<file path="config.mk">
export PLATFORM = sky130hd
export DESIGN_NAME = bscan_insn_ctl
export DESIGN_NICKNAME = d
export VERILOG_FILES = /design/src/rtl/bsi_pkg.sv /design/src/rtl/bsi_decode.sv /design/src/rtl/bsi_bypass.sv /design/src/rtl/bsi_bsr.sv /design/src/rtl/bscan_insn_ctl.sv
export SDC_FILE = /design/constraint.sdc
export NUM_CORES = 1
export LEC_CHECK = 0
export BUFFER_PORTS_ARGS = -buffer_cell sky130_fd_sc_hd__buf_2
export CAP_MARGIN = 15
export CORE_MARGIN = 3
export CORE_UTILIZATION = 57
export DETAILED_ROUTE_END_ITERATION = 12
export PLACE_DENSITY = 0.94
export SYNTH_ARGS = -nofsm -noshare
export SYNTH_HDL_FRONTEND = slang
export SYNTH_SLANG_ARGS = --single-unit
</file>
<file path="constraint.sdc">
create_clock -name clk -period 2.2 [get_ports clk]
set_input_delay 0.44 -clock clk [delete_from_list [all_inputs] [get_ports clk]]
set_output_delay 0.44 -clock clk [all_outputs]
set_load 0.01 [all_outputs]
</file>
<file path="src/rtl/bsi_pkg.sv">
package bsi_pkg;
  localparam int IR_W = 8;

  localparam logic [IR_W-1:0] OP_EXTEST = 8'h01;
  localparam logic [IR_W-1:0] OP_SAMPLE = 8'h02;
  localparam logic [IR_W-1:0] OP_HIGHZ  = 8'h03;
  localparam logic [IR_W-1:0] OP_CLAMP  = 8'h04;
  localparam logic [IR_W-1:0] OP_RUNT   = 8'h05;
  localparam logic [IR_W-1:0] OP_READ   = 8'h06;
  localparam logic [IR_W-1:0] OP_SELF   = 8'h07;
  localparam logic [IR_W-1:0] OP_BYPASS = 8'hFF;

  typedef enum logic [1:0] {
    MODE_NORM = 2'd0,
    MODE_TEST = 2'd1,
    MODE_HIZ  = 2'd2
  } dev_mode_e;

  typedef enum logic [1:0] {
    CAP_ZERO = 2'd0,
    CAP_PINS = 2'd1,
    CAP_HOLD = 2'd2,
    CAP_INV  = 2'd3
  } cap_e;

  typedef struct packed {
    logic      sel_bsr;
    cap_e      cap;
    dev_mode_e mode;
    logic      oe;
    logic      run_ok;
  } ctl_t;
endpackage

</file>
<file path="src/rtl/bsi_decode.sv">
module bsi_decode
  import bsi_pkg::*;
(
  input  logic [IR_W-1:0] insn,
  output ctl_t            ctl
);
  always_comb begin
    ctl.sel_bsr = 1'b0;
    ctl.cap     = CAP_ZERO;
    ctl.mode    = MODE_NORM;
    ctl.oe      = 1'b1;
    ctl.run_ok  = 1'b0;
    case (insn)
      OP_EXTEST: begin
        ctl.sel_bsr = 1'b1;
        ctl.cap     = CAP_PINS;
        ctl.mode    = MODE_TEST;
      end
      OP_SAMPLE: begin
        ctl.sel_bsr = 1'b1;
        ctl.cap     = CAP_PINS;
      end
      OP_HIGHZ: begin
        ctl.mode = MODE_HIZ;
        ctl.oe   = 1'b0;
      end
      OP_CLAMP: ctl.mode = MODE_TEST;
      OP_RUNT: begin
        ctl.mode   = MODE_TEST;
        ctl.run_ok = 1'b1;
      end
      OP_READ: begin
        ctl.sel_bsr = 1'b1;
        ctl.cap     = CAP_HOLD;
      end
      OP_SELF: begin
        ctl.sel_bsr = 1'b1;
        ctl.cap     = CAP_INV;
      end
      default: ;
    endcase
  end
endmodule

</file>
<file path="src/rtl/bsi_bypass.sv">
module bsi_bypass (
  input  logic clk,
  input  logic rst,
  input  logic en,
  input  logic cap,
  input  logic shf,
  input  logic tdi,
  output logic q
);
  always_ff @(posedge clk) begin
    if (rst)             q <= 1'b0;
    else if (en && cap)  q <= 1'b0;
    else if (en && shf)  q <= tdi;
  end
endmodule

</file>
<file path="src/rtl/bsi_bsr.sv">
module bsi_bsr
  import bsi_pkg::*;
#(
  parameter int N_IN  = 4,
  parameter int N_OUT = 4,
  localparam int L    = N_IN + N_OUT
) (
  input  logic             clk,
  input  logic             rst,
  input  logic             sel,
  input  logic             cap,
  input  logic             shf,
  input  logic             upd,
  input  cap_e             cmode,
  input  logic             tdi,
  input  logic [N_IN-1:0]  pin_in,
  input  logic [N_OUT-1:0] core_out,
  output logic [L-1:0]     sr_q,
  output logic [L-1:0]     shadow_q
);
  logic [L-1:0] par_in;
  assign par_in = {core_out, pin_in};

  for (genvar g = 0; g < L; g++) begin : g_cell
    logic nxt;
    if (g == L - 1) begin : g_top
      assign nxt = tdi;
    end else begin : g_mid
      assign nxt = sr_q[g+1];
    end

    always_ff @(posedge clk) begin
      if (rst) begin
        sr_q[g]     <= 1'b0;
        shadow_q[g] <= 1'b0;
      end else begin
        if (sel && cap) begin
          case (cmode)
            CAP_PINS: sr_q[g] <= par_in[g];
            CAP_INV:  sr_q[g] <= ~shadow_q[g];
            default:  ;
          endcase
        end else if (sel && shf) begin
          sr_q[g] <= nxt;
        end
        if (sel && upd) shadow_q[g] <= sr_q[g];
      end
    end
  end
endmodule

</file>
<file path="src/rtl/bscan_insn_ctl.sv">
module bscan_insn_ctl
  import bsi_pkg::*;
#(
  parameter int N_IN  = 4,
  parameter int N_OUT = 4
) (
  input  logic             clk,
  input  logic             rst,
  input  logic             upd_ir,
  input  logic [7:0]       ir_din,
  input  logic             cap_dr,
  input  logic             shf_dr,
  input  logic             upd_dr,
  input  logic             rti,
  input  logic             tdi,
  output logic             tdo,
  input  logic [N_IN-1:0]  pin_in,
  input  logic [N_OUT-1:0] core_out,
  output logic [N_IN-1:0]  core_in,
  output logic [N_OUT-1:0] pin_out,
  output logic             pin_oe,
  output logic [1:0]       dev_mode,
  output logic             sel_bsr,
  output logic             run_en
);
  localparam int L = N_IN + N_OUT;

  logic [IR_W-1:0] insn_q;
  ctl_t            ctl;
  logic [L-1:0]    sr_q;
  logic [L-1:0]    shadow_q;
  logic            byp_q;

  always_ff @(posedge clk) begin
    if (rst)         insn_q <= OP_BYPASS;
    else if (upd_ir) insn_q <= ir_din;
  end

  bsi_decode u_dec (
    .insn (insn_q),
    .ctl  (ctl)
  );

  bsi_bypass u_byp (
    .clk (clk),
    .rst (rst),
    .en  (!ctl.sel_bsr),
    .cap (cap_dr),
    .shf (shf_dr),
    .tdi (tdi),
    .q   (byp_q)
  );

  bsi_bsr #(.N_IN(N_IN), .N_OUT(N_OUT)) u_bsr (
    .clk      (clk),
    .rst      (rst),
    .sel      (ctl.sel_bsr),
    .cap      (cap_dr),
    .shf      (shf_dr),
    .upd      (upd_dr),
    .cmode    (ctl.cap),
    .tdi      (tdi),
    .pin_in   (pin_in),
    .core_out (core_out),
    .sr_q     (sr_q),
    .shadow_q (shadow_q)
  );

  assign tdo      = ctl.sel_bsr ? sr_q[0] : byp_q;
  assign sel_bsr  = ctl.sel_bsr;
  assign dev_mode = ctl.mode;

  always_ff @(posedge clk) begin
    if (rst) begin
      core_in <= '0;
      pin_out <= '0;
      pin_oe  <= 1'b1;
      run_en  <= 1'b0;
    end else begin
      if (ctl.mode == MODE_TEST) begin
        core_in <= shadow_q[N_IN-1:0];
        pin_out <= shadow_q[L-1:N_IN];
      end else begin
        core_in <= pin_in;
        pin_out <= core_out;
      end
      pin_oe <= ctl.oe;
      run_en <= ctl.run_ok & rti;
    end
  end
endmodule

</file>
==> impl_metrics.xml, run 1 <==
<?xml version="1.0" encoding="UTF-8"?>
<metrics>
  <group name="run_status">
    <metric name="status" unit="">finished clean</metric>
  </group>
  <group name="sta">
    <metric name="slew_viol_final" unit="">0</metric>
    <metric name="min_period_over_period" unit="">0.964</metric>
    <metric name="max_freq" unit="GHz">0.472</metric>
    <metric name="final_period_minus_worst_setup_slack" unit="ns">2.12</metric>
    <metric name="fin_worst_hold_slack" unit="ns">0.298</metric>
    <metric name="tightestPinTransition" unit="ns">0.632</metric>
    <metric name="skew" unit="ns">0.0101</metric>
    <metric name="setup_viol_count_final" unit="">0</metric>
    <metric name="timing_hold_violations_final" unit="">0</metric>
    <metric name="maxSlewHeadroom" unit="">0.579</metric>
  </group>
  <group name="grt">
    <metric name="number_of_global_route_vias_before_repair" unit="">1296</metric>
    <metric name="grt_util_met3" unit="">0.0713</metric>
    <metric name="grt_first_pass_wirelength" unit="µm">5780</metric>
    <metric name="globalRoute.busiestLayer" unit="">met2</metric>
    <metric name="global_route.usage.met2" unit="">0.318</metric>
    <metric name="groute.layer.met1.usage" unit="">0.292</metric>
    <metric name="grt_usage" unit="">0.217</metric>
    <metric name="grt_antenna_before_repair" unit="">0</metric>
    <metric name="grt_start_max_net_pins" unit="">36</metric>
    <metric name="grt-ovfl-total" unit="">0</metric>
  </group>
  <group name="clocking">
    <metric name="clk_pin_slew_worst_paths" unit="ns">0.10</metric>
    <metric name="cts_htree_levels" unit="">2</metric>
    <metric name="clk_root_buffer_cell" unit="">sky130_fd_sc_hd__clkbuf_4</metric>
    <metric name="tritoncts" unit="">built</metric>
    <metric name="post_cts_hold_buffer_count" unit="">0</metric>
    <metric name="clkSinkCount" unit="">35</metric>
    <metric name="number_of_buffers_created_by_cts" unit="">5</metric>
    <metric name="cts_max_path_buffers" unit="">2</metric>
    <metric name="clkLatencyLatePin" unit="ns">0.35</metric>
  </group>
  <group name="floorplanning">
    <metric name="die_area" unit="µm²">3610</metric>
    <metric name="die_width" unit="µm">60.1</metric>
    <metric name="initial_cell_density_of_the_core" unit="">0.632</metric>
    <metric name="core_region_area" unit="µm²">2640</metric>
    <metric name="standard_cell_rows" unit="">18</metric>
    <metric name="io-pin-count" unit="">38</metric>
    <metric name="floorplan.die.height" unit="µm">60.1</metric>
  </group>
  <group name="routing">
    <metric name="totalWireLength" unit="µm">3530</metric>
    <metric name="drt_first_pass_iters" unit="">4</metric>
    <metric name="postRouteAntennaNets" unit="">0</metric>
    <metric name="route.vias.total" unit="">1478</metric>
    <metric name="drc" unit="">0</metric>
    <metric name="avgRoutedWirePerCell" unit="µm">13.6</metric>
    <metric name="post_drt_via_cell_ratio" unit="">5.71</metric>
    <metric name="drt_iter0_drc" unit="">100</metric>
  </group>
  <group name="layout">
    <metric name="final-instance-count-excl-fill" unit="">259</metric>
    <metric name="antenna_cells_inserted" unit="">0</metric>
    <metric name="finish.net_count" unit="">252</metric>
    <metric name="layout_common_cells" unit="">sky130_fd_sc_hd__buf_2, sky130_fd_sc_hd__dfxtp_1, sky130_fd_sc_hd__nand2_1</metric>
    <metric name="layout-area-overhead-vs-synth" unit="%">15.2</metric>
    <metric name="filler_cell_count" unit="">213</metric>
    <metric name="mostFrequentLayoutCell" unit="">sky130_fd_sc_hd__buf_2</metric>
    <metric name="final_layout_size_suffix_gt1_frac" unit="">0.258</metric>
  </group>
  <group name="pwr">
    <metric name="share_seq_of_total_power" unit="">0.568</metric>
    <metric name="comb_power_share" unit="">0.144</metric>
    <metric name="share_clk_of_total_power" unit="">0.288</metric>
    <metric name="power.switching" unit="µW">312</metric>
    <metric name="tot_pwr" unit="mW">1.16</metric>
    <metric name="power.ir.vdd_worst" unit="µV">511</metric>
    <metric name="power.leakage" unit="nW">0.750</metric>
    <metric name="cellInternalPower" unit="µW">850</metric>
    <metric name="swShare" unit="">0.268</metric>
    <metric name="power_density" unit="nW/µm²">606</metric>
  </group>
  <group name="worst_setup_path">
    <metric name="crit_start" unit="">insn_q[3]</metric>
    <metric name="regToRegSetupSlack" unit="ns">0.34</metric>
    <metric name="startpoint_of_the_most_critical_register_to_register_path" unit="">insn_q[1]</metric>
    <metric name="cpMaxStageDelayCell" unit="">sky130_fd_sc_hd__dfxtp_1</metric>
    <metric name="setup.worst_path.class" unit="">reg -&gt; out</metric>
    <metric name="critical-path-max-stage-delay" unit="ns">0.33</metric>
    <metric name="worst_setup_path_start_kind" unit="">flip-flop</metric>
    <metric name="critical_path_arrival" unit="ns">1.68</metric>
    <metric name="worst-r2r-cell-count" unit="">6</metric>
    <metric name="worstPathCellList" unit="">nor3_2 -&gt; and2_4 -&gt; and2_4 -&gt; mux2_2 -&gt; buf_2</metric>
    <metric name="worstSetupEndpointType" unit="">output port</metric>
    <metric name="worst_setup_path_endpoint" unit="">tdo</metric>
    <metric name="timing.critical_path.mode_cell" unit="">sky130_fd_sc_hd__and2_4</metric>
    <metric name="timing.critical_path.required" unit="ns">1.76</metric>
    <metric name="critical_path_peak_fanout" unit="">3</metric>
    <metric name="worst_r2r_endpoint" unit="">u_bsr.sr_q[0]</metric>
  </group>
  <group name="placed_design">
    <metric name="place.gp.congestion" unit="">0.870</metric>
    <metric name="dp_cells" unit="">249</metric>
    <metric name="port_buffer_cells" unit="">37</metric>
    <metric name="place.detailed.hpwl" unit="µm">2510</metric>
  </group>
  <group name="logic_synthesis">
    <metric name="netlist_top_cells_area" unit="">sky130_fd_sc_hd__dfxtp_1, sky130_fd_sc_hd__nand2_1, sky130_fd_sc_hd__mux2i_1, sky130_fd_sc_hd__nor2_1, sky130_fd_sc_hd__a211o_1</metric>
    <metric name="number_of_unique_standard_cell_types_used_by_synthesis" unit="">33</metric>
    <metric name="synth_area_per_cell" unit="µm²">8.54</metric>
    <metric name="gate_count_post_synth" unit="">195</metric>
    <metric name="number_of_warnings_printed_during_yosys_synthesis" unit="">0</metric>
    <metric name="synth_area" unit="µm²">1670</metric>
    <metric name="netlist.top_cell.by_area" unit="">sky130_fd_sc_hd__dfxtp_1</metric>
    <metric name="post_synthesis_sequential_element_count" unit="">35</metric>
    <metric name="synth.yosys.seq_area_share" unit="">0.421</metric>
    <metric name="postSynthNetCount" unit="">219</metric>
    <metric name="post-synth-top-area-fraction" unit="">0.421</metric>
  </group>
  <group name="worst_hold_path">
    <metric name="hold_path.class" unit="">in -&gt; reg</metric>
  </group>
  <group name="job">
    <metric name="max-cap-violations" unit="">0</metric>
  </group>
</metrics>
[layer usage]
metal	up-vias	part of all wire
met3	6	0.090
met2	58	0.44
li1	755	-
met1	659	0.46
met5	-	0
met4	0	0.015
[cells in the mapped netlist]
| library cell | n |
|---|---|
| sky130_fd_sc_hd__a32oi_1 | 3 |
| sky130_fd_sc_hd__nor2b_1 | 10 |
| sky130_fd_sc_hd__nand2_1 | 24 |
| sky130_fd_sc_hd__o211ai_1 | 3 |
| sky130_fd_sc_hd__mux2_2 | 1 |
| sky130_fd_sc_hd__or3_1 | 2 |
| sky130_fd_sc_hd__buf_6 | 1 |
| sky130_fd_sc_hd__clkbuf_1 | 9 |
| sky130_fd_sc_hd__mux2i_1 | 8 |
| sky130_fd_sc_hd__dfxtp_1 | 35 |
| sky130_fd_sc_hd__nor3_1 | 2 |
| sky130_fd_sc_hd__xnor2_1 | 1 |
| sky130_fd_sc_hd__a21o_1 | 3 |
| sky130_fd_sc_hd__a211oi_2 | 2 |
| sky130_fd_sc_hd__buf_4 | 3 |
| sky130_fd_sc_hd__nor3b_1 | 2 |
| sky130_fd_sc_hd__a211o_1 | 8 |
| sky130_fd_sc_hd__nand2b_1 | 4 |
| sky130_fd_sc_hd__nand4b_1 | 3 |
| sky130_fd_sc_hd__nor2_1 | 21 |
| sky130_fd_sc_hd__o21ai_0 | 5 |
| sky130_fd_sc_hd__o211ai_2 | 1 |
| sky130_fd_sc_hd__and2_4 | 1 |
| sky130_fd_sc_hd__a21oi_1 | 10 |
| sky130_fd_sc_hd__nor4_1 | 1 |
| sky130_fd_sc_hd__nand3b_1 | 4 |
| sky130_fd_sc_hd__and2_1 | 1 |
| sky130_fd_sc_hd__nand3_1 | 13 |
| sky130_fd_sc_hd__nor3_4 | 1 |
| sky130_fd_sc_hd__a311oi_1 | 2 |
| sky130_fd_sc_hd__a211oi_1 | 4 |
| sky130_fd_sc_hd__buf_2 | 4 |
| sky130_fd_sc_hd__a22oi_1 | 3 |
[worst max-delay path: cells and delay by family, from the launching register on]
kind | cells | cell delay (ns)
mux | 1 | 0.32
simple gates | 3 | 0.55
buf+inv | 1 | 0.14
flops | 1 | 0.33
[layout make-up]
type	count	area, µm²	area share
repair buffers	43	230	0.120
flip-flops and latches	35	701	0.365
multi-input cells	143	900	0.469
well taps	30	37.5	0.0196
clock buffers	7	45.0	0.0235
clock inverters	1	5.00	0.00261
[power groups by stage]
stage | Sequential, mW | Clock (mW) | Combinational (mW)
after global routing | 0.663 | 0.367 | 0.187
final | 0.660 | 0.334 | 0.168
after CTS | 0.660 | 0.331 | 0.165
after detailed placement | 0.673 | 0 | 0.162
after global placement | 0.672 | 0 | 0.160
after floorplan | 0.677 | 0 | 0.103
[worst min-delay path by stage]
stage                       from                 to  slack, ns  depth (start not counted)
2_1_floorplan  u_bsr.shadow_q[2]  u_bsr.shadow_q[2]       0.44                          2
5_1_grt                ir_din[6]          insn_q[6]       0.28                          2
4_1_cts                ir_din[7]          insn_q[7]       0.30                          2
3_3_place_gp   u_bsr.shadow_q[7]  u_bsr.shadow_q[7]       0.46                          2
6_report               ir_din[6]          insn_q[6]       0.30                          2
3_5_place_dp   u_bsr.shadow_q[7]  u_bsr.shadow_q[7]       0.47                          2
[metrics by stage]
stage               TNS, ns  instance area (µm²)  utilization  setup slack (ns)
floorplan                 0                 1670            -             0.495
global placement          0                 1830        0.695             0.337
detailed placement        0                 1830        0.695             0.340
CTS                       0                 1890        0.718           0.00750
global route        -0.0385                 1920        0.728           -0.0385
finish                    0                 1920        0.728            0.0798
[repair_timing]
| item | 4_1_cts | 5_1_grt |
|---|---|---|
| resized for setup | 2 | 2 |
| buffers inserted | 0 | 2 |
| endpoints found under the hold margin | 0 | 0 |
| pin swaps | 0 | 2 |
| setup endpoints to repair | 1 | 1 |
[cells by family after synthesis]
family,share of synthesized area
AOI/OAI and AO/OA,0.195
DFF,0.421
muxes,0.0548
and+or+nand+nor,0.272
buffers and inverters,0.0526
xor gates and xnor gates,0.00526
[flip-flops by register name (all words and copies together), names as in the netlist]
register and flops:
u_bsr.g_cell.nxt 7, core_in 4, run_en 1, u_bsr.sr_q 1, pin_out 4, insn_q 8
pin_oe 1, u_bsr.shadow_q 8, u_byp.q 1
Power figures use the tool's default switching activity.
==> run 2: changes to the inputs <==
==> constraint.sdc (replaced) <==
create_clock -name clk -period 2.2 [get_ports clk]
set_input_delay 0.66 -clock clk [delete_from_list [all_inputs] [get_ports clk]]
set_output_delay 0.66 -clock clk [all_outputs]
set_load 0.01 [all_outputs]
==> run 2 against run 1 <==
Effect of this change: the run now ends with negative setup slack left; sequential power increased by 0.8%; clock-buffer cell count decreased by 2; sequential share of layout area shrank 2.8 points; global-route usage increased by 2.6 points; first-iteration DRC count fell by 8.0%; clock power up 74%; register-to-register slack got worse by 0.22 ns.
==> impl_metrics.xml, run 2 (synthesis results as in run 1) <==
<?xml version="1.0" encoding="UTF-8"?>
<metrics>
  <group name="placed_design">
    <metric name="dp_slack" unit="ns">0.159</metric>
    <metric name="dpl-instance-area" unit="µm²">1850</metric>
    <metric name="place.detailed.hpwl" unit="µm">2570</metric>
    <metric name="place.gp.congestion" unit="">0.831</metric>
    <metric name="dp_cells" unit="">251</metric>
    <metric name="port_buffer_cells" unit="">37</metric>
  </group>
  <group name="routing">
    <metric name="post_drt_via_cell_ratio" unit="">6.04</metric>
    <metric name="met3_wirelength" unit="µm">393</metric>
    <metric name="drt_first_pass_iters" unit="">5</metric>
    <metric name="avgRoutedWirePerCell" unit="µm">15.9</metric>
    <metric name="met1Wirelength" unit="µm">1800</metric>
    <metric name="met2RoutedLength" unit="µm">2020</metric>
    <metric name="route.vias.total" unit="">1625</metric>
    <metric name="highest-signal-layer" unit="">met4</metric>
    <metric name="postRouteAntennaNets" unit="">0</metric>
    <metric name="totalWireLength" unit="µm">4280</metric>
    <metric name="drc" unit="">0</metric>
    <metric name="drt_iter0_drc" unit="">92</metric>
  </group>
  <group name="sta">
    <metric name="max_freq" unit="GHz">0.433</metric>
    <metric name="setup-tns-final" unit="ns">-0.133</metric>
    <metric name="tightestPinTransition" unit="ns">0.638</metric>
    <metric name="slew_viol_final" unit="">0</metric>
    <metric name="setup_viol_count_final" unit="">2</metric>
    <metric name="grt_setup_unrepaired" unit="">true</metric>
    <metric name="timing_hold_violations_final" unit="">0</metric>
    <metric name="timing.final.ws_setup" unit="ns">-0.112</metric>
    <metric name="fin_worst_hold_slack" unit="ns">0.478</metric>
    <metric name="final_period_minus_worst_setup_slack" unit="ns">2.31</metric>
    <metric name="maxSlewHeadroom" unit="">0.575</metric>
    <metric name="min_period_over_period" unit="">1.05</metric>
    <metric name="skew" unit="ns">0.00873</metric>
  </group>
  <group name="floorplanning">
    <metric name="io-pin-count" unit="">38</metric>
    <metric name="floorplan.die.height" unit="µm">60.1</metric>
    <metric name="die_area" unit="µm²">3610</metric>
    <metric name="die_width" unit="µm">60.1</metric>
    <metric name="initial_cell_density_of_the_core" unit="">0.632</metric>
    <metric name="standard_cell_rows" unit="">18</metric>
    <metric name="core_region_area" unit="µm²">2640</metric>
  </group>
  <group name="clocking">
    <metric name="number_of_buffers_created_by_cts" unit="">5</metric>
    <metric name="cts_max_path_buffers" unit="">2</metric>
    <metric name="clk_pin_slew_worst_paths" unit="ns">0.11</metric>
    <metric name="cts_htree_levels" unit="">2</metric>
    <metric name="tritoncts" unit="">built</metric>
    <metric name="clkSinkCount" unit="">35</metric>
    <metric name="clkLatencyLatePin" unit="ns">0.35</metric>
    <metric name="clk_root_buffer_cell" unit="">sky130_fd_sc_hd__clkbuf_4</metric>
  </group>
  <group name="worst_setup_path">
    <metric name="critical-path-top-delay-family" unit="">simple AND/OR/NAND/NOR gates</metric>
    <metric name="worst_setup_path_start_kind" unit="">flip-flop</metric>
    <metric name="setup.worst_path.class" unit="">reg -&gt; out</metric>
    <metric name="timing.critical_path.mode_cell" unit="">sky130_fd_sc_hd__and2_4</metric>
    <metric name="worst-r2r-cell-count" unit="">12</metric>
    <metric name="critical_path_arrival" unit="ns">1.65</metric>
    <metric name="worstSetupEndpointType" unit="">output port</metric>
    <metric name="critical-path-max-stage-delay" unit="ns">0.36</metric>
    <metric name="timing.critical_path.required" unit="ns">1.54</metric>
    <metric name="cpMaxStageDelayCell" unit="">sky130_fd_sc_hd__dfxtp_2</metric>
    <metric name="worstPathCellList" unit="">nor3_4 -&gt; and2_4 -&gt; and2_4 -&gt; mux2_4 -&gt; buf_6</metric>
    <metric name="critical_path_peak_fanout" unit="">2</metric>
    <metric name="levels_on_crit_path" unit="">5</metric>
    <metric name="critical_path.n_buffers_inverters" unit="">1</metric>
  </group>
  <group name="pwr">
    <metric name="power.leakage" unit="nW">0.836</metric>
    <metric name="cellInternalPower" unit="mW">1.09</metric>
    <metric name="power.ir.vdd_worst" unit="µV">1050</metric>
    <metric name="comb_power_share" unit="">0.132</metric>
    <metric name="power.switching" unit="µW">343</metric>
    <metric name="power_density" unit="nW/µm²">685</metric>
    <metric name="tot_pwr" unit="mW">1.44</metric>
    <metric name="share_seq_of_total_power" unit="">0.463</metric>
    <metric name="share_clk_of_total_power" unit="">0.405</metric>
    <metric name="swShare" unit="">0.239</metric>
  </group>
  <group name="grt">
    <metric name="grt-ovfl-total" unit="">0</metric>
    <metric name="grt_antenna_before_repair" unit="">0</metric>
    <metric name="grt_start_max_net_pins" unit="">36</metric>
    <metric name="grt_first_pass_wirelength" unit="µm">6500</metric>
    <metric name="number_of_global_route_vias_before_repair" unit="">1408</metric>
    <metric name="grt_usage" unit="">0.242</metric>
  </group>
  <group name="layout">
    <metric name="layout_common_cells" unit="">sky130_fd_sc_hd__buf_2, sky130_fd_sc_hd__dfxtp_1, sky130_fd_sc_hd__nand2_1</metric>
    <metric name="ff_latch_area" unit="µm²">706</metric>
    <metric name="final_layout_size_suffix_gt1_frac" unit="">0.322</metric>
    <metric name="layout-area-overhead-vs-synth" unit="%">25.8</metric>
    <metric name="multi_input_comb_area" unit="µm²">931</metric>
    <metric name="finish.net_count" unit="">262</metric>
    <metric name="design_area" unit="µm²">2090</metric>
    <metric name="filler_cell_count" unit="">161</metric>
    <metric name="fin_util" unit="">0.795</metric>
    <metric name="antenna_cells_inserted" unit="">0</metric>
    <metric name="mostFrequentLayoutCell" unit="">sky130_fd_sc_hd__buf_2</metric>
    <metric name="final-instance-count-excl-fill" unit="">269</metric>
  </group>
  <group name="run_status">
    <metric name="status" unit="">finished, violations left</metric>
    <metric name="violations" unit="">negative setup slack</metric>
  </group>
  <group name="worst_hold_path">
    <metric name="hold_path.class" unit="">reg -&gt; reg</metric>
    <metric name="holdPathStages" unit="">2</metric>
  </group>
  <group name="job">
    <metric name="max-cap-violations" unit="">0</metric>
  </group>
</metrics>
-- run 2: repair_timing --
action | in CTS | in global routing
resized for setup | 7 | 8
endpoints found under the setup margin | 2 | 3
pin swaps | 4 | 2
hold buffers | 0 | 0
setup buffers | 9 | 1
gates cloned | 0 | 0
-- run 2: path summary, 6_finish.rpt --
path	slack (ns)	end	from
setup / recovery	-0.11	tdo	insn_q[3]
hold / removal	0.48	u_bsr.shadow_q[4]	u_bsr.shadow_q[4]
setup reg to reg	0.12	u_bsr.shadow_q[0]	insn_q[5]
hold reg to reg	0.48	u_bsr.shadow_q[4]	u_bsr.shadow_q[4]
-- run 2: power by group through the flow --
stage	clock [mW]	combinational, mW	sequential, mW
after floorplan	0	0.103	0.677
after global placement	0	0.159	0.672
after detailed placement	0	0.162	0.673
after CTS	0.583	0.177	0.661
after global routing	0.605	0.206	0.667
final	0.582	0.189	0.665
-- run 2: cell type report --
type | count | area share
Multi-Input combinational cell | 143 | 0.444
Sequential cell | 35 | 0.337
Timing Repair Buffer | 53 | 0.151
Clock inverter | 3 | 0.0323
Clock buffer | 5 | 0.0179
Tap cell | 30 | 0.0179
-- run 2: routing by layer --
metal	GRT usage	vias to the layer above
met5	0	-
met4	0.101	0
met3	0.0540	11
met2	0.369	79
met1	0.329	756
li1	-	779
-- run 2: worst min-delay path, cell delays in order (launching register included) --
cell,delay [ns]
sky130_fd_sc_hd__dfxtp_1,0.33
sky130_fd_sc_hd__nand2_1,0.05
sky130_fd_sc_hd__a21oi_1,0.05
==> run 3: changes to the inputs <==
--- a/config.mk
+++ b/config.mk
@@ -5,12 +5,14 @@
 export SDC_FILE = /design/constraint.sdc
 export NUM_CORES = 1
 export LEC_CHECK = 0
+export ABC_AREA = 1
 export BUFFER_PORTS_ARGS = -buffer_cell sky130_fd_sc_hd__buf_2
 export CAP_MARGIN = 15
 export CORE_MARGIN = 3
-export CORE_UTILIZATION = 57
+export CORE_UTILIZATION = 31
 export DETAILED_ROUTE_END_ITERATION = 12
-export PLACE_DENSITY = 0.94
+export PLACE_DENSITY = 0.61
+export REMOVE_ABC_BUFFERS = 1
 export SYNTH_ARGS = -nofsm -noshare
 export SYNTH_HDL_FRONTEND = slang
 export SYNTH_SLANG_ARGS = --single-unit
==> run 3 against run 2 <==
Effect of this change: the flow now finishes without violations; routed wire length fell by 6.2%; non-clock buffer count fell by 6; clock power fell by 12%; via count fell by 0.18%; critical path depth rose by 2; sequential cell count did not move; area after synthesis fell by 0.75%; cell count rose by 29%; hold slack improved by 0.0049 ns; power fell by 11%; worst setup slack improved by 0.20 ns; synthesized cell count rose by 21%; critical endpoint is now sel_bsr; largest power group unchanged; highest routed layer unchanged.
==> impl_metrics.xml, run 3 <==
<?xml version="1.0" encoding="UTF-8"?>
<metrics>
  <group name="grt">
    <metric name="grt_first_pass_wirelength" unit="µm">6560</metric>
    <metric name="grt_antenna_before_repair" unit="">0</metric>
    <metric name="grt_start_max_net_pins" unit="">28</metric>
    <metric name="grt-ovfl-total" unit="">0</metric>
    <metric name="number_of_global_route_vias_before_repair" unit="">1430</metric>
    <metric name="grt_usage" unit="">0.132</metric>
  </group>
  <group name="floorplanning">
    <metric name="standard_cell_rows" unit="">25</metric>
    <metric name="die_width" unit="µm">79.0</metric>
    <metric name="floorplan.die.height" unit="µm">79.0</metric>
    <metric name="io-pin-count" unit="">38</metric>
    <metric name="initial_cell_density_of_the_core" unit="">0.334</metric>
    <metric name="die_area" unit="µm²">6240</metric>
    <metric name="core_region_area" unit="µm²">4940</metric>
  </group>
  <group name="logic_synthesis">
    <metric name="ys_async_sr_fraction" unit="">0</metric>
    <metric name="number_of_warnings_printed_during_yosys_synthesis" unit="">0</metric>
    <metric name="gate_count_post_synth" unit="">236</metric>
    <metric name="post-synth-top-area-fraction" unit="">0.424</metric>
    <metric name="netlist.top_cell.by_area" unit="">sky130_fd_sc_hd__dfxtp_1</metric>
    <metric name="netlist_top_cells_area" unit="">sky130_fd_sc_hd__dfxtp_1, sky130_fd_sc_hd__nand2_1, sky130_fd_sc_hd__nor2_1, sky130_fd_sc_hd__nand3_1, sky130_fd_sc_hd__a21oi_1</metric>
    <metric name="top_count_cell_post_synth" unit="">sky130_fd_sc_hd__nand2_1</metric>
    <metric name="synth_area" unit="µm²">1650</metric>
    <metric name="post_synthesis_sequential_element_count" unit="">35</metric>
    <metric name="synth.yosys.seq_area_share" unit="">0.424</metric>
    <metric name="synth_area_per_cell" unit="µm²">7.00</metric>
    <metric name="number_of_unique_standard_cell_types_used_by_synthesis" unit="">23</metric>
    <metric name="synth.cells.most_frequent" unit="">sky130_fd_sc_hd__nand2_1, sky130_fd_sc_hd__nor2_1, sky130_fd_sc_hd__dfxtp_1</metric>
    <metric name="synth-edff-count" unit="">0</metric>
    <metric name="dominantRegCellSynth" unit="">sky130_fd_sc_hd__dfxtp_1</metric>
  </group>
  <group name="worst_setup_path">
    <metric name="startpoint_of_the_most_critical_register_to_register_path" unit="">insn_q[6]</metric>
    <metric name="setup.worst_path.class" unit="">reg -&gt; out</metric>
    <metric name="worst-r2r-cell-count" unit="">13</metric>
    <metric name="worstSetupEndpointType" unit="">output port</metric>
    <metric name="regToRegSetupSlack" unit="ns">0.32</metric>
    <metric name="critical_path_peak_fanout" unit="">5</metric>
    <metric name="timing.critical_path.required" unit="ns">1.54</metric>
    <metric name="critical_path_arrival" unit="ns">1.45</metric>
    <metric name="worst_setup_path_start_kind" unit="">flip-flop</metric>
    <metric name="worst_r2r_endpoint" unit="">u_bsr.g_cell[4].nxt</metric>
  </group>
  <group name="layout">
    <metric name="layout-area-overhead-vs-synth" unit="%">23.8</metric>
    <metric name="final-instance-count-excl-fill" unit="">348</metric>
    <metric name="antenna_cells_inserted" unit="">0</metric>
    <metric name="layout_common_cells" unit="">sky130_fd_sc_hd__nand2_1, sky130_fd_sc_hd__nor2_1, sky130_fd_sc_hd__buf_2</metric>
    <metric name="mostFrequentLayoutCell" unit="">sky130_fd_sc_hd__nand2_1</metric>
    <metric name="finish.net_count" unit="">304</metric>
    <metric name="final_layout_size_suffix_gt1_frac" unit="">0.238</metric>
  </group>
  <group name="job">
    <metric name="max-cap-violations" unit="">0</metric>
  </group>
  <group name="pwr">
    <metric name="power_density" unit="nW/µm²">628</metric>
    <metric name="swShare" unit="">0.235</metric>
    <metric name="share_clk_of_total_power" unit="">0.399</metric>
    <metric name="power.ir.vdd_worst" unit="µV">225</metric>
    <metric name="share_seq_of_total_power" unit="">0.517</metric>
    <metric name="power.leakage" unit="nW">0.934</metric>
    <metric name="cellInternalPower" unit="µW">982</metric>
    <metric name="power.switching" unit="µW">302</metric>
    <metric name="comb_power_share" unit="">0.084</metric>
  </group>
  <group name="clocking">
    <metric name="cts_htree_levels" unit="">2</metric>
    <metric name="tritoncts" unit="">built</metric>
    <metric name="clk_root_buffer_cell" unit="">sky130_fd_sc_hd__clkbuf_8</metric>
    <metric name="clkSinkCount" unit="">35</metric>
    <metric name="clkLatencyLatePin" unit="ns">0.29</metric>
    <metric name="post_cts_hold_buffer_count" unit="">0</metric>
    <metric name="number_of_buffers_created_by_cts" unit="">5</metric>
    <metric name="clk_pin_slew_worst_paths" unit="ns">0.07</metric>
    <metric name="cts_max_path_buffers" unit="">2</metric>
  </group>
  <group name="sta">
    <metric name="timing_hold_violations_final" unit="">0</metric>
    <metric name="timing.final.ws_setup" unit="ns">0.0924</metric>
    <metric name="final_period_minus_worst_setup_slack" unit="ns">2.11</metric>
    <metric name="skew" unit="ns">0.00426</metric>
    <metric name="min_period_over_period" unit="">0.958</metric>
    <metric name="slew_viol_final" unit="">0</metric>
    <metric name="setup_viol_count_final" unit="">0</metric>
    <metric name="setup-tns-final" unit="ns">0</metric>
    <metric name="tightestPinTransition" unit="ns">0.470</metric>
    <metric name="max_freq" unit="GHz">0.474</metric>
    <metric name="maxSlewHeadroom" unit="">0.685</metric>
  </group>
  <group name="placed_design">
    <metric name="dp_cells" unit="">333</metric>
    <metric name="place.detailed.hpwl" unit="µm">2910</metric>
    <metric name="place.gp.congestion" unit="">0.849</metric>
    <metric name="port_buffer_cells" unit="">37</metric>
    <metric name="dp_slack" unit="ns">0.332</metric>
  </group>
  <group name="run_status">
    <metric name="status" unit="">finished clean</metric>
  </group>
  <group name="worst_hold_path">
    <metric name="hold_path.class" unit="">reg -&gt; reg</metric>
    <metric name="holdCritStartpoint" unit="">u_bsr.shadow_q[3]</metric>
    <metric name="holdPathStages" unit="">2</metric>
    <metric name="worstHoldEndpoint" unit="">core_in[3]</metric>
  </group>
  <group name="routing">
    <metric name="totalWireLength" unit="µm">4010</metric>
    <metric name="drc" unit="">0</metric>
    <metric name="post_drt_via_cell_ratio" unit="">4.66</metric>
    <metric name="route.vias.total" unit="">1622</metric>
    <metric name="drt_iter0_drc" unit="">144</metric>
    <metric name="avgRoutedWirePerCell" unit="µm">11.5</metric>
    <metric name="drt_first_pass_iters" unit="">4</metric>
    <metric name="postRouteAntennaNets" unit="">0</metric>
  </group>
</metrics>
==> run 3: cell count changes after synthesis, moves of 5 or more <==
cell and change:
sky130_fd_sc_hd__a21oi_1 +5, sky130_fd_sc_hd__a211o_1 -8, sky130_fd_sc_hd__nor2b_1 -10, sky130_fd_sc_hd__nand2_1 +24
sky130_fd_sc_hd__inv_1 +10, sky130_fd_sc_hd__nand3_1 +16, sky130_fd_sc_hd__nor2_1 +22, sky130_fd_sc_hd__o21ai_0 +9
sky130_fd_sc_hd__mux2i_1 -8, sky130_fd_sc_hd__clkbuf_1 -5
==> run 3: worst max-delay path by stage <==
stage / from / end / slack (ns) / cells after the start
2_1_floorplan: insn_q[6] / tdo / 0.39 / 7
3_3_place_gp: insn_q[3] / tdo / 0.35 / 8
3_5_place_dp: insn_q[3] / tdo / 0.33 / 8
4_1_cts: insn_q[3] / tdo / 0.003 / 8
5_1_grt: insn_q[6] / tdo / -0.009 / 8
6_report: insn_q[6] / sel_bsr / 0.09 / 7
==> run 3: routing by layer <==
metal | vias to the layer above | global-route usage | routed length, µm
met5 | - | 0 | 0
met1 | 716 | 0.183 | 1990
met2 | 38 | 0.192 | 1720
li1 | 859 | - | -
met3 | 9 | 0.0317 | 201
met4 | 0 | 0.0601 | 97
==> run 3: worst max-delay path: stages (launching register included) <==
cell and delay (ns):
sky130_fd_sc_hd__dfxtp_1 0.33, sky130_fd_sc_hd__nor2_4 0.16, sky130_fd_sc_hd__nand2_4 0.10, sky130_fd_sc_hd__nor2_4 0.10
sky130_fd_sc_hd__nand2_2 0.10, sky130_fd_sc_hd__nand2_4 0.10, sky130_fd_sc_hd__buf_4 0.12, sky130_fd_sc_hd__buf_2 0.14
==> run 3: metrics by stage <==
step                hold slack, ns  power, mW  area (µm²)  utilization
detailed placement           0.472      0.781        1880        0.381
CTS                          0.482       1.29        1980        0.402
global placement             0.468      0.780        1880        0.381
floorplan                    0.447      0.729        1590            -
global route                 0.504       1.34        2050        0.414
finish                       0.483       1.28        2050        0.414
==> run 3: layout make-up <==
| cell class | count | area (µm²) |
|---|---|---|
| Timing Repair Buffer | 47 | 260 |
| Fill cell | 552 | 2900 |
| Sequential cell | 35 | 701 |
| Inverter | 13 | 53.8 |
| Tap cell | 67 | 83.8 |
| Clock buffer | 8 | 100 |
| Multi-Input combinational cell | 178 | 847 |
==> run 3: cells by family after synthesis <==
| logic type | after synthesis | synth area share |
|---|---|---|
| AND/OR/NAND/NOR | 144 | 0.403 |
| AO/OA/AOI/OAI | 32 | 0.0969 |
| buffers and inverters | 24 | 0.0704 |
| flip-flops | 35 | 0.424 |
| XOR/XNOR | 1 | 0.00530 |
==> run 3: repair_timing <==
action / CTS / global route
endpoints found under the setup margin: 1 / 1
setup buffers: 0 / 6
pin swaps: 1 / 2
gates cloned: 0 / 1
resized for setup: 0 / 3
==> run 3: power groups by stage <==
| stage | Sequential [mW] | Combinational, mW | Clock (mW) |
|---|---|---|---|
| detailed placement | 0.678 | 0.103 | 0 |
| finish | 0.664 | 0.108 | 0.513 |
| global placement | 0.677 | 0.102 | 0 |
| floorplan | 0.681 | 0.0476 | 0 |
| CTS | 0.663 | 0.104 | 0.524 |
| global route | 0.665 | 0.123 | 0.555 |
